==> config.mk <==
export PLATFORM = sky130hd
export DESIGN_NAME = serial_id_crc
export DESIGN_NICKNAME = d
export VERILOG_FILES = /design/src/rtl/id_crc_pkg.sv /design/src/rtl/id_bit_counter.sv /design/src/rtl/crc8_shifter.sv /design/src/rtl/id_serializer.sv /design/src/rtl/serial_id_crc.sv
export SDC_FILE = /design/constraint.sdc
export NUM_CORES = 1
export LEC_CHECK = 0
export BUFFER_PORTS_ARGS = -buffer_cell sky130_fd_sc_hd__buf_2
export CAP_MARGIN = 20
export CORE_ASPECT_RATIO = 0.9
export CORE_MARGIN = 3
export CORE_UTILIZATION = 40
export CTS_CLUSTER_SIZE = 24
export DETAILED_ROUTE_END_ITERATION = 16
export PLACE_DENSITY = 0.62
export SLEW_MARGIN = 20
export SYNTH_ARGS = -nofsm -noshare
export SYNTH_HDL_FRONTEND = slang
export SYNTH_SLANG_ARGS = --single-unit
==> constraint.sdc <==
create_clock -name clk_i -period 2.48 [get_ports clk_i]
set_input_delay 0.372 -clock clk_i [delete_from_list [all_inputs] [get_ports clk_i]]
set_output_delay 0.372 -clock clk_i [all_outputs]
set_load 0.02 [all_outputs]
==> src/rtl/id_crc_pkg.sv <==
package id_crc_pkg;
  localparam int FAM_W = 8;
  localparam int SER_W = 48;
  localparam int CRC_W = 8;
  localparam int PAY_W = FAM_W + SER_W;
  localparam int ID_W  = PAY_W + CRC_W;
  localparam logic [CRC_W-1:0] CRC_POLY_REFL = 8'h8C;

  function automatic logic [CRC_W-1:0] crc8_step(input logic [CRC_W-1:0] crc,
                                                 input logic din);
    logic [CRC_W-1:0] nxt;
    nxt = crc >> 1;
    if (crc[0] ^ din) nxt = nxt ^ CRC_POLY_REFL;
    return nxt;
  endfunction

  function automatic logic [CRC_W-1:0] crc8_over(input logic [PAY_W-1:0] d);
    logic [CRC_W-1:0] c;
    c = '0;
    for (int i = 0; i < PAY_W; i++) c = crc8_step(c, d[i]);
    return c;
  endfunction
endpackage

==> src/rtl/id_bit_counter.sv <==
module id_bit_counter
  import id_crc_pkg::*;
#(
  parameter int NBITS = ID_W,
  parameter int READY_AT = PAY_W,
  localparam int CNT_W = $clog2(NBITS + 1)
) (
  input  logic             clk_i,
  input  logic             rst_ni,
  input  logic             clear_i,
  input  logic             shift_i,
  output logic [CNT_W-1:0] cnt_o,
  output logic             full_o,
  output logic             ready_o
);
  localparam logic [CNT_W-1:0] FULL_CNT  = CNT_W'(NBITS);
  localparam logic [CNT_W-1:0] READY_CNT = CNT_W'(READY_AT);

  logic [CNT_W-1:0] cnt_q;

  always_ff @(posedge clk_i or negedge rst_ni) begin
    if (!rst_ni)                        cnt_q <= '0;
    else if (clear_i)                   cnt_q <= '0;
    else if (shift_i && cnt_q != FULL_CNT) cnt_q <= cnt_q + 1'b1;
  end

  assign cnt_o   = cnt_q;
  assign full_o  = (cnt_q == FULL_CNT);
  assign ready_o = (cnt_q == READY_CNT);

  p_cnt_bound_r6: assert property (@(posedge clk_i) disable iff (!rst_ni)
    cnt_q <= FULL_CNT);
  p_cnt_step_r1: assert property (@(posedge clk_i) disable iff (!rst_ni)
    (shift_i && !clear_i && cnt_q != FULL_CNT) |=> cnt_q == $past(cnt_q) + 1'b1);
  p_cnt_sat_r6: assert property (@(posedge clk_i) disable iff (!rst_ni)
    (full_o && !clear_i) |=> full_o);
endmodule

==> src/rtl/crc8_shifter.sv <==
module crc8_shifter
  import id_crc_pkg::*;
(
  input  logic             clk_i,
  input  logic             rst_ni,
  input  logic             clear_i,
  input  logic             step_i,
  input  logic             din_i,
  output logic [CRC_W-1:0] crc_o
);
  logic [CRC_W-1:0] crc_q;

  always_ff @(posedge clk_i or negedge rst_ni) begin
    if (!rst_ni)      crc_q <= '0;
    else if (clear_i) crc_q <= '0;
    else if (step_i)  crc_q <= crc8_step(crc_q, din_i);
  end

  assign crc_o = crc_q;

  p_crc_hold_r3: assert property (@(posedge clk_i) disable iff (!rst_ni)
    (!step_i && !clear_i) |=> $stable(crc_q));
  p_crc_clear_r4: assert property (@(posedge clk_i) disable iff (!rst_ni)
    clear_i |=> crc_q == '0);
endmodule

==> src/rtl/id_serializer.sv <==
module id_serializer
  import id_crc_pkg::*;
#(
  parameter logic [ID_W-1:0] IDENT = '0,
  localparam int CNT_W = $clog2(ID_W + 1),
  localparam int IDX_W = $clog2(ID_W)
) (
  input  logic [CNT_W-1:0] cnt_i,
  input  logic             full_i,
  output logic             bit_o
);
  // idle-high once the whole identity is out
  assign bit_o = full_i ? 1'b1 : IDENT[cnt_i[IDX_W-1:0]];
endmodule

==> src/rtl/serial_id_crc.sv <==
module serial_id_crc
  import id_crc_pkg::*;
#(
  parameter logic [FAM_W-1:0] FAMILY_CODE = 8'h0F,
  parameter logic [SER_W-1:0] SERIAL_NUM  = 48'h0000_0000_0001
) (
  input  logic             clk_i,
  input  logic             rst_ni,
  input  logic             clear_i,
  input  logic             shift_i,
  input  logic             check_mode_i,
  input  logic             rx_bit_i,
  output logic             tx_bit_o,
  output logic [CRC_W-1:0] crc_o,
  output logic             crc_ready_o,
  output logic             match_o
);
  localparam int CNT_W = $clog2(ID_W + 1);
  localparam logic [PAY_W-1:0] PAYLOAD = {SERIAL_NUM, FAMILY_CODE};
  localparam logic [ID_W-1:0]  IDENT   = {crc8_over(PAYLOAD), PAYLOAD};

  logic [CNT_W-1:0] cnt;
  logic             full;
  logic             take;
  logic             acc_bit;

  id_bit_counter #(.NBITS(ID_W), .READY_AT(PAY_W)) u_cnt (
    .clk_i   (clk_i),
    .rst_ni  (rst_ni),
    .clear_i (clear_i),
    .shift_i (shift_i),
    .cnt_o   (cnt),
    .full_o  (full),
    .ready_o (crc_ready_o)
  );

  id_serializer #(.IDENT(IDENT)) u_ser (
    .cnt_i  (cnt),
    .full_i (full),
    .bit_o  (tx_bit_o)
  );

  assign take    = shift_i && !full;
  assign acc_bit = check_mode_i ? rx_bit_i : tx_bit_o;

  crc8_shifter u_crc (
    .clk_i   (clk_i),
    .rst_ni  (rst_ni),
    .clear_i (clear_i),
    .step_i  (take),
    .din_i   (acc_bit),
    .crc_o   (crc_o)
  );

  assign match_o = full && (crc_o == '0);

  p_match_edge_r5: assert property (@(posedge clk_i) disable iff (!rst_ni)
    $rose(match_o) |-> $past(shift_i && !clear_i));
  p_ready_excl_r2: assert property (@(posedge clk_i) disable iff (!rst_ni)
    crc_ready_o |-> !match_o);
  p_full_frozen_r6: assert property (@(posedge clk_i) disable iff (!rst_ni)
    (match_o && !clear_i) |=> match_o && crc_o == '0);
endmodule

* After elaboration in Yosys (flattened, before gate mapping)
Memory sizes are Yosys's and may differ from the RTL's.
Cells that the tools add are included.
W data, S select, Z words.
** Storage, ports and cells
- Bits in registers :: 15
- Latch bits :: 0
- Bits in writable memories :: 0
- ROM bits :: 64
- Word-level logic and storage cells :: 25
- Memories kept :: 1
** Memory list
- (name not given) :: depth 64, width 1, read ports 1, clocked after memory_dff 0, write ports 0, line id_serializer.sv:13 : assign bit_o = full_i ? 1'b1 : IDENT[cnt_i[IDX_W-1:0]];
** Cells by class
- $add $sub $neg :: 1
- $mul :: 0
- Div/mod/pow operators :: 0
- Magnitude comparators :: 1
- Eq/ne operators :: 3
- Shifts and indexed selects :: 0
- Mux-type cells :: 8
- Bitwise gates (word level) :: 2
- Reductions and logical operators :: 7
** Operator list (count)
- $mux W8 :: 3
- $mux W7 :: 2
- $logic_not A8 Y1 :: 1
- $add A7 B1 Y7 const B :: 1
- $eq A7 B6 Y1 const B :: 1
- $eq A7 B7 Y1 const B :: 1
- $lt A6 B7 Y1 const B :: 1
- $ne A7 B7 Y1 const B :: 1
- $reduce_bool A2 Y1 :: 2
- $logic_and A1 B1 Y1 :: 3
- $mux W1 :: 3
- $not A2 Y3 :: 1
- $logic_not A1 Y1 :: 1
- $xor A1 B1 Y1 :: 1

* Logic depth before layout (Yosys ltp)
- Depth after elaboration :: 8
- Gate-level depth with buffers :: 7

* Cells and area by module
From an unflattened synthesis, not the netlist that was laid out.
** Second synthesis, totals
- Cells, all modules :: 87
- Area total of the unflattened synthesis :: 854.6 um2
** By module, submodules not included
- id_bit_counter :: times used 1, cells each 43, area each 406.6 um2, sequential area each 175.2 um2
- crc8_shifter :: times used 1, cells each 32, area each 372.9 um2, sequential area each 200.2 um2
- serial_id_crc :: times used 1, cells each 6, area each 40.0 um2, sequential area each 0.0 um2
- id_serializer :: times used 1, cells each 6, area each 35.0 um2, sequential area each 0.0 um2

* Worst setup path before layout
No wires, ideal clock.
- Path type :: reg-to-output
- Start :: reg u_cnt.cnt_q[3], in the netlist u_cnt.cnt_o[3]
- End :: out match_o
- Data arrival time :: 1572 ps
- Data required time :: 2108 ps
- Slack :: 536 ps
- Cell stages (with the launch flop) :: 4
- Buffers on the path :: 1
- Cells stage by stage :: dfrtp_1 or4b_1 buf_2 nor3_1
** On the way
- Word-level cells in the longest chain between the ends :: 2
** RTL lines
- from (decl) :: line id_bit_counter.sv:19 : logic [CNT_W-1:0] cnt_q;
- from (signal assigned) :: line id_bit_counter.sv:24 : else if (shift_i && cnt_q != FULL_CNT) cnt_q <= cnt_q + 1'b1;
- $eq A7 B7 Y1 :: line id_bit_counter.sv:28 : assign full_o = (cnt_q == FULL_CNT);
- $logic_and A1 B1 Y1 :: line serial_id_crc.sv:55 : assign match_o = full && (crc_o == '0);
- to (decl) :: line serial_id_crc.sv:16 : output logic match_o
Every way passes these cells.

* Worst setup path after layout
Same ends and word-level chain as after synthesis.

==> impl_metrics.py <==
metrics = {
    "run_status": {
        "outcome": "finished, final reports clean",
    },
    "power_and_ir_drop": {
        "clockPowerShare_pct": 29.9,
        "p_switching_uw": 151,
        "power_frac_comb_pct": 16.8,
        "seqPwrFrac_pct": 53.3,
        "total_power_uw": 497,
        "internal_power_uw": 346,
        "p_per_area_mw_per_mm2": 491,
        "leakage_uw": 0.000437,
        "vdd_ir_drop_max_v": 0.000416,
        "switching_share_pct": 30.4,
    },
    "routing": {
        "drtIter0Drc": 28,
        "drc": 0,
        "ant_nets": 0,
        "wire_per_inst_um": 15.3,
        "viasPerCell": 5.79,
        "drt_wl_total_mm": 2.10,
        "dr_total_vias": 793,
        "firstDrtPassIters": 4,
    },
    "sta": {
        "rsz0062_at_grt": "false",
        "tightest_slew_ps": 404,
        "maxSlewHeadroom_pct": 73.1,
        "timing.hold.ws_ps": 453,
        "hold_viol_final": 0,
        "setup_slack_ps": 248,
        "fmax_mhz": 448,
        "finalClockSkew_ps": 7.62,
        "setup_viol_count_final": 0,
        "post-route-min-period_ps": 2230,
        "maxSlewViolCount": 0,
        "setup_tns_ps": 0,
        "period_share_pct": 90.0,
    },
    "layout": {
        "syn2layout_area_growth_pct": 13.0,
        "antennaDiodeCount": 0,
        "fill_cells": 208,
        "final_nets": 121,
        "layout.cells.non_filler": 137,
        "drive_above_1_share_pct": 23.2,
    },
    "synthesis": {
        "synth.avg_cell_area_sq_um": 9.24,
        "synth_fp_nets": 105,
        "synth-edff-count": 0,
        "synth_area_leaders": "dfrtp_1 42%, nand2_1 5.9%, a21oi_1 4.5%",
        "synth_area_sq_um": 896,
        "synthArstFlopShare_pct": 100,
        "ys_seq_area_share_pct": 41.9,
        "ys_seq_elements": 15,
        "synth_top_area_cell": "dfrtp_1",
        "synth_cell_types": 37,
        "synth_cells": 97,
        "yosys_most_used_dff": "dfrtp_1",
        "yosysWarnings": 0,
        "synthDominantCellAreaShare_pct": 41.9,
    },
    "critical_path": {
        "worst_setup_path_start_kind": "flop",
        "cp_max_fo": 6,
        "crit_slowest_cell": "or4b_1",
        "path_cells": "or4b_1 > nor3_1 > buf_2",
        "max_stage_delay_ps": 680,
        "crit_required_ps": 2110,
        "crit_path_end_kind": "primary output",
        "path_class": "flop to primary output",
        "arrival_ps": 1860,
    },
    "global_route": {
        "grt_pass1_wl_mm": 3.59,
        "grt_max_degree": 19,
        "globalRouteOverflowTotal": 0,
        "grtUsageTotal_pct": 16.9,
        "grt_antenna_before_repair": 0,
        "grt_pass1_vias": 741,
    },
    "hold_path": {
        "hold_path_class": "input port to flop",
    },
    "place": {
        "globalplace.congestion": 0.773,
        "hpwl_mm": 1.48,
        "dp_cells": 132,
        "numPortBuffers": 16,
        "pre_cts_slack_ps": 458,
    },
    "clock_network": {
        "clk_pin_slew_worst_paths_ps": 100,
        "cts_buffer_depth": 2,
        "cts_resized": 0,
        "h-tree-depth": 1,
        "cts_tree": "yes",
        "clock_sinks": 15,
        "cts-root-buf": "clkbuf_4",
        "ctsHoldBuffers": 1,
        "numCtsBuffers": 3,
        "post-cts-setup-buffers": 0,
        "clock_latency_ps": 300,
    },
    "job": {
        "drv_cap": 0,
    },
    "floorplan": {
        "dieArea_sq_mm": 0.00284,
        "rows": 15,
        "io_pins": 17,
        "die_h_um": 50.9,
        "die_w_um": 55.9,
        "start_util_pct": 44.6,
        "core_sq_mm": 0.00201,
    },
}
power groups by stage:
stage | combinational (uW) | sequential (uW) | clock, uW
floorplan | 51.9 | 274 | 0
global placement | 82.3 | 269 | 0
detailed placement | 83.7 | 269 | 0
CTS | 85.1 | 265 | 150
global route | 93.5 | 267 | 161
finish | 83.6 | 265 | 148
layer usage:
| metal | track usage, % | up-vias | share of wire, % |
|---|---|---|---|
| li1 | - | 381 | - |
| met3 | 6.31 | 4 | 6.8 |
| met4 | 7.11 | 0 | 1.4 |
| met2 | 25.4 | 25 | 44 |
| met1 | 21.8 | 383 | 47 |
| met5 | 0 | - | 0 |
critical path, delay by kind of cell, from the launching register on:
| family | cells | cell delay (ps) |
|---|---|---|
| flops | 1 | 450 |
| simple gates | 2 | 920 |
| buf+inv | 1 | 200 |
worst paths after layout:
path / startpoint / slack, ps / cells after the start / to
worst max-delay path: u_cnt.cnt_o[3]$_DFFE_PN0P_ / 250 / 3 / match_o
worst min-delay path: clear_i / 450 / 2 / u_cnt.cnt_o[0]$_DFFE_PN0P_
worst max register to register: u_cnt.cnt_o[0]$_DFFE_PN0P_ / 430 / 5 / u_crc.crc_o[2]$_DFFE_PN0P_
worst min register to register: u_crc.crc_o[1]$_DFFE_PN0P_ / 580 / 2 / u_crc.crc_o[1]$_DFFE_PN0P_
max in group asynchronous: rst_ni / 1720 / 2 / u_cnt.cnt_o[5]$_DFFE_PN0P_
min in group asynchronous: rst_ni / 500 / 2 / u_crc.crc_o[1]$_DFFE_PN0P_
layout make-up:
type / instances / area [sq um] / share of cell area (%)
Clock buffer: 3 / 22.5 / 2.22
Clock inverter: 1 / 5.00 / 0.494
Inverter: 2 / 7.51 / 0.742
Sequential cell: 15 / 375 / 37.1
Multi-Input combinational cell: 74 / 480 / 47.5
Timing Repair Buffer: 17 / 90.1 / 8.90
Tap cell: 25 / 31.3 / 3.09
Yosys cell counts (2+ instances only):
| library cell | n |
|---|---|
| a21oi_1 | 8 |
| a31oi_1 | 2 |
| buf_2 | 2 |
| clkbuf_1 | 2 |
| dfrtp_1 | 15 |
| ha_1 | 2 |
| inv_1 | 2 |
| nand2_1 | 14 |
| nand3_1 | 2 |
| nand3b_1 | 2 |
| nand4_1 | 2 |
| nor2_1 | 7 |
| nor2b_1 | 3 |
| nor3_1 | 2 |
| nor3b_1 | 2 |
| nor4_1 | 2 |
| o211ai_1 | 3 |
| o21ai_0 | 2 |
| or3_1 | 3 |
| xor2_1 | 3 |
flip-flops by register name, indices dropped and copies added, names as in the netlist:
name         flops
u_crc.crc_o      8
u_cnt.cnt_o      7
cell usage in the layout (no fill, tap or decap), drive strengths merged:
cell,n
or4b,1
o311a,1
xor2,3
mux2,1
nand2,14
a21oi,8
a221o,1
or2,1
o22ai,1
o211ai,3
o221ai,1
xnor2,1
clkinv,1
o21ai,3
a31oi,2
nor4,2
dfrtp,15
nand3b,2
nor2,7
nand4,2
clkbuf,3
nand2b,1
inv,2
nor3b,2
and3,1
buf,16
a311o,1
a211oi,1
or3,4
nor2b,3
ha,2
nor3,2
o21a,1
nand3,2
dlygate4sd3,1
cells by family (layout without fill, tap and decap cells):
group	count (synthesis)	after routing	synth area share, %
buffers and inverters	8	23	4.47
multiplexers	1	1	1.26
AND/OR/NAND/NOR	44	44	26.4
XOR/XNOR	4	4	3.91
adder cells (fa/ha/maj)	2	2	2.79
flip-flops	15	15	41.9
AO/OA/AOI/OAI	23	23	19.3
through the flow:
step,instance area (sq um),utilization (%)
final,1010,50.4
after global routing,1010,50.4
after CTS,1010,50.4
after detailed placement,975,48.5
after global placement,975,48.5
after floorplan,896,-
No activity file was read; power rests on OpenSTA's default activity.
